## src/rtl/prog_loader_pkg.sv

```systemverilog
package prog_loader_pkg;
  typedef struct packed {
    logic store;   // write the word to memory at the current pointer
    logic advance; // step the pointer by one
    logic load;    // replace the pointer with the control value
  } loaderStrobes_t;
endpackage

```

## src/rtl/prog_loader_ctrl.sv

```systemverilog
module prog_loader_ctrl
  import prog_loader_pkg::*;
(
  input  logic           runActive,
  input  logic           ctlWrEn,
  input  logic           wordWrEn,
  output loaderStrobes_t strobes
);
  logic accepted;

  always_comb begin
    accepted        = wordWrEn && !runActive;
    strobes.store   = accepted;
    // A control write takes priority over the automatic step.
    strobes.load    = ctlWrEn;
    strobes.advance = accepted && !ctlWrEn;
  end
endmodule

```

## src/rtl/prog_loader_dp.sv

```systemverilog
module prog_loader_dp
  import prog_loader_pkg::*;
#(
  parameter int ADDR_W = 8,
  parameter int DATA_W = 32
) (
  input  logic              clk,
  input  logic              rstN,
  input  loaderStrobes_t    strobes,
  input  logic [ADDR_W-1:0] ctlAddr,
  input  logic [DATA_W-1:0] wordIn,
  output logic [ADDR_W-1:0] progAddr,
  output logic              memWe,
  output logic [ADDR_W-1:0] memAddr,
  output logic [DATA_W-1:0] memData
);
  localparam logic [ADDR_W-1:0] PTR_STEP = ADDR_W'(1);

  logic [ADDR_W-1:0] ptrQ;

  always_ff @(posedge clk or negedge rstN) begin
    if (!rstN) begin
      ptrQ <= '0;
    end else if (strobes.load) begin
      ptrQ <= ctlAddr;
    end else if (strobes.advance) begin
      ptrQ <= ptrQ + PTR_STEP;
    end
  end

  always_ff @(posedge clk or negedge rstN) begin
    if (!rstN) begin
      memWe   <= 1'b0;
      memAddr <= '0;
      memData <= '0;
    end else begin
      memWe <= strobes.store;
      if (strobes.store) begin
        memAddr <= ptrQ;
        memData <= wordIn;
      end
    end
  end

  assign progAddr = ptrQ;
endmodule

```

## src/rtl/prog_loader.sv

```systemverilog
module prog_loader
  import prog_loader_pkg::*;
#(
  parameter int ADDR_W = 8,
  parameter int DATA_W = 32
) (
  input  logic              clk,
  input  logic              rstN,
  input  logic              runActive,
  input  logic              ctlWrEn,
  input  logic [ADDR_W-1:0] ctlAddr,
  input  logic              wordWrEn,
  input  logic [DATA_W-1:0] wordIn,
  output logic [ADDR_W-1:0] progAddr,
  output logic              memWe,
  output logic [ADDR_W-1:0] memAddr,
  output logic [DATA_W-1:0] memData
);
  loaderStrobes_t strobes;

  prog_loader_ctrl u_ctrl (
    .runActive (runActive),
    .ctlWrEn   (ctlWrEn),
    .wordWrEn  (wordWrEn),
    .strobes   (strobes)
  );

  prog_loader_dp #(.ADDR_W(ADDR_W), .DATA_W(DATA_W)) u_dp (
    .clk      (clk),
    .rstN     (rstN),
    .strobes  (strobes),
    .ctlAddr  (ctlAddr),
    .wordIn   (wordIn),
    .progAddr (progAddr),
    .memWe    (memWe),
    .memAddr  (memAddr),
    .memData  (memData)
  );
endmodule

```

## config.mk

```make
export PLATFORM = sky130hd
export DESIGN_NAME = prog_loader
export DESIGN_NICKNAME = d
export VERILOG_FILES = /design/src/rtl/prog_loader_pkg.sv /design/src/rtl/prog_loader_ctrl.sv /design/src/rtl/prog_loader_dp.sv /design/src/rtl/prog_loader.sv
export SDC_FILE = /design/constraint.sdc
export NUM_CORES = 1
export LEC_CHECK = 0
export CAP_MARGIN = 20
export CELL_PAD_IN_SITES_DETAIL_PLACEMENT = 1
export CELL_PAD_IN_SITES_GLOBAL_PLACEMENT = 1
export CORE_UTILIZATION = 47
export DETAILED_ROUTE_END_ITERATION = 8
export DONT_BUFFER_PORTS = 1
export PLACE_DENSITY = 0.74
export SLEW_MARGIN = 20
export SYNTH_ARGS = -nofsm -noshare
export SYNTH_HDL_FRONTEND = slang
export SYNTH_SLANG_ARGS = --single-unit
```

## constraint.sdc

```tcl
create_clock -name clk -period 1.4 [get_ports clk]
set_input_delay 0 -clock clk [delete_from_list [all_inputs] [get_ports clk]]
set_output_delay 0 -clock clk [all_outputs]
set_load 0.02 [all_outputs]
```

==> flow_summary.json <==
{
  "vdd_drop_max_uv": 717,
  "core_sq_um": 4000,
  "cts_sinks": 49,
  "synth_top_area_share_pct": 62.3,
  "required_ps": 1650,
  "numCtsBuffers": 5,
  "die_area_sq_um": 4450,
  "wl_per_cell_microns": 20.5,
  "final_net_count": 242,
  "critPathArrivalTime_ps": 1670,
  "ant_nets": 0,
  "p_leak_nw": 1.16,
  "slew_headroom_pct": 72.5,
  "holdWs_ps": 50.3,
  "p_per_area_nw_per_um2": 1320,
  "ys_async_sr_fraction_pct": 100,
  "reg2reg_depth": 5,
  "antenna_found_initial": 0,
  "die_y_microns": 66.7,
  "fin_crit_ps": 1420,
  "avgSynthCellArea_sq_um": 14.5,
  "status": "finished with violations",
  "hold_class": "in2reg",
  "synth_common_cells": "dfrtp_1 (49), mux2_2 (39), nand2_1 (7), buf_4 (5), o21ai_0 (5)",
  "hold-path-cell-count": 3,
  "cts_tree": "done",
  "clkTransAtPathRegs_ps": 90,
  "grt_overflow_total": 0,
  "dpl.hpwl_microns": 2730,
  "ios": 94,
  "drtIter0Drc": 60,
  "worstMarginPinSlew_ps": 411,
  "finalHoldViolCount": 0,
  "syn_area_sq_um": 1970,
  "cts.path.max_buffers": 2,
  "antenna_cells": 0,
  "grtUsageTotal_pct": 24.7,
  "grt_setup_unrepaired": "yes",
  "finalWeightedCongestion": 0.731,
  "synth_nets": 182,
  "synth.distinct_cells": 23,
  "yosys_warnings": 0,
  "timing.fmax_mhz": 704,
  "clock_skew_ps": 6.71,
  "root_buffer": "clkbuf_8",
  "grt_pass1_vias": 1530,
  "utilization_pct": 68.1,
  "fin_ws_ps": -19.7,
  "io_buffers": 0,
  "vias": 1321,
  "rows": 23,
  "cp_max_fo": 3,
  "die_x_microns": 66.7,
  "grt_max_degree": 50,
  "htree_levels": 2,
  "timing.final.crit_share_pct": 101,
  "netlist_top_cells_area": "dfrtp_1 (62%), mux2_2 (22%), buf_4 (1.9%)",
  "synth_top_area_cell": "dfrtp_1",
  "start_kind": "flip-flop",
  "drv_slew": 0,
  "violations": "negative setup slack",
  "synth_edf_count": 0,
  "setup_viol_count_final": 1,
  "clk_latency_ps": 310,
  "vias_per_cell": 5.35,
  "grt_pass1_wl_microns": 7620,
  "max_cap_viol_count": 0,
  "endpoint_kind": "flip-flop",
  "start_util_pct": 49.2,
  "syn2layout_area_growth_pct": 38.3,
  "synth_seq_cells": 49,
  "finalSetupTns_ps": -19.7,
  "drtPass1Iterations": 4,
  "syn_inst": 136,
  "drive_above_1_share_pct": 36.0,
  "drt_wl_total_microns": 5060,
  "yosysSeqAreaShare_pct": 62.3,
  "yosysMostFrequentCell": "dfrtp_1",
  "synth_ff_type": "dfrtp_1",
  "drc": 0,
  "path_class": "reg2reg"
}
-- cell type report --
class	instances	area, sq um
multi-input cells	78	728
fillers	350	1280
inverters	3	11.3
repair buffers	59	573
flip-flops and latches	49	1230
clock buffers	6	82.6
well taps	50	62.6
clock inverters	2	37.5
-- worst max-delay path, stage by stage (launching register included) --
cell	delay (ps)
dfrtp_2	410
ha_4	150
nand4b_1	140
buf_4	180
or4_4	420
nand3_2	70
-- worst paths after layout --
kind	end	slack (ps)	from
max reg2reg	u_dp.progAddr[4]$_DFFE_PN0P_	-20	u_dp.progAddr[0]$_DFFE_PN0P_
max in group asynchronous	u_dp.progAddr[1]$_DFFE_PN0P_	950	rstN
min reg2reg	u_dp.progAddr[7]$_DFFE_PN0P_	590	u_dp.progAddr[7]$_DFFE_PN0P_
min	u_dp.progAddr[2]$_DFFE_PN0P_	50	wordWrEn
max	u_dp.progAddr[4]$_DFFE_PN0P_	-20	u_dp.progAddr[0]$_DFFE_PN0P_
min in group asynchronous	u_dp.memData[4]$_DFFE_PN0P_	220	rstN
-- placed cells by master, fill, tap and decap left out, types with 3 or more instances in the layout --
cell type / n
dfrtp_1: 47
nand2_1: 7
dlygate4sd3_1: 44
mux2_2: 39
nor2_1: 3
o21ai_0: 5
buf_4: 14
a31oi_1: 3
clkbuf_8: 6
inv_1: 3
-- per-layer routing --
layer / track usage [%] / wire [microns]
met1: 26.0 / 1850
met3: 9.08 / 372
met5: 0 / 0
met4: 9.84 / 89
met2: 44.1 / 2750
-- timing repair --
action / in CTS / in global routing
hold buffers: 45 / 0
endpoints found under the hold margin: 90 / 0
pin swaps: 2 / 3
gates resized for setup: 2 / 4
cloned: 0 / 0
setup buffers: 2 / 2
setup endpoints to repair: 1 / 2
-- registers in the layout, summed over array words and instances (netlist names) --
register	flops
u_dp.memAddr	8
u_dp.memData	32
u_dp.progAddr	8
u_dp.memWe	1
-- through the flow --
step	std cells	area, sq um	power, mW	setup WS (ps)
2_1_floorplan	136	1970	2.28	19.3
3_3_place_gp	190	2080	2.37	97.6
3_5_place_dp	190	2080	2.40	-6.20
4_1_cts	245	2690	3.59	-5.20
5_1_grt	247	2720	3.77	-49.9
6_report	247	2720	3.61	-19.7
-- logic make-up (layout without fill, tap and decap cells) --
| kind of cell | after synthesis | in the layout | synth area share (%) |
|---|---|---|---|
| buf+inv | 9 | 70 | 2.67 |
| flops | 49 | 49 | 62.3 |
| compound gates | 12 | 12 | 3.75 |
| xor+xnor | 2 | 2 | 0.890 |
| simple gates | 23 | 23 | 6.99 |
| fa+ha+maj | 1 | 1 | 0.635 |
| mux | 40 | 40 | 22.8 |
-- where the power goes --
group	switching [mW]	internal (mW)	leakage, nW
clock network	0.470	0.581	0.0574
registers	0.399	1.62	0.575
logic	0.225	0.313	0.526
No activity file was read; power rests on OpenSTA's default activity.
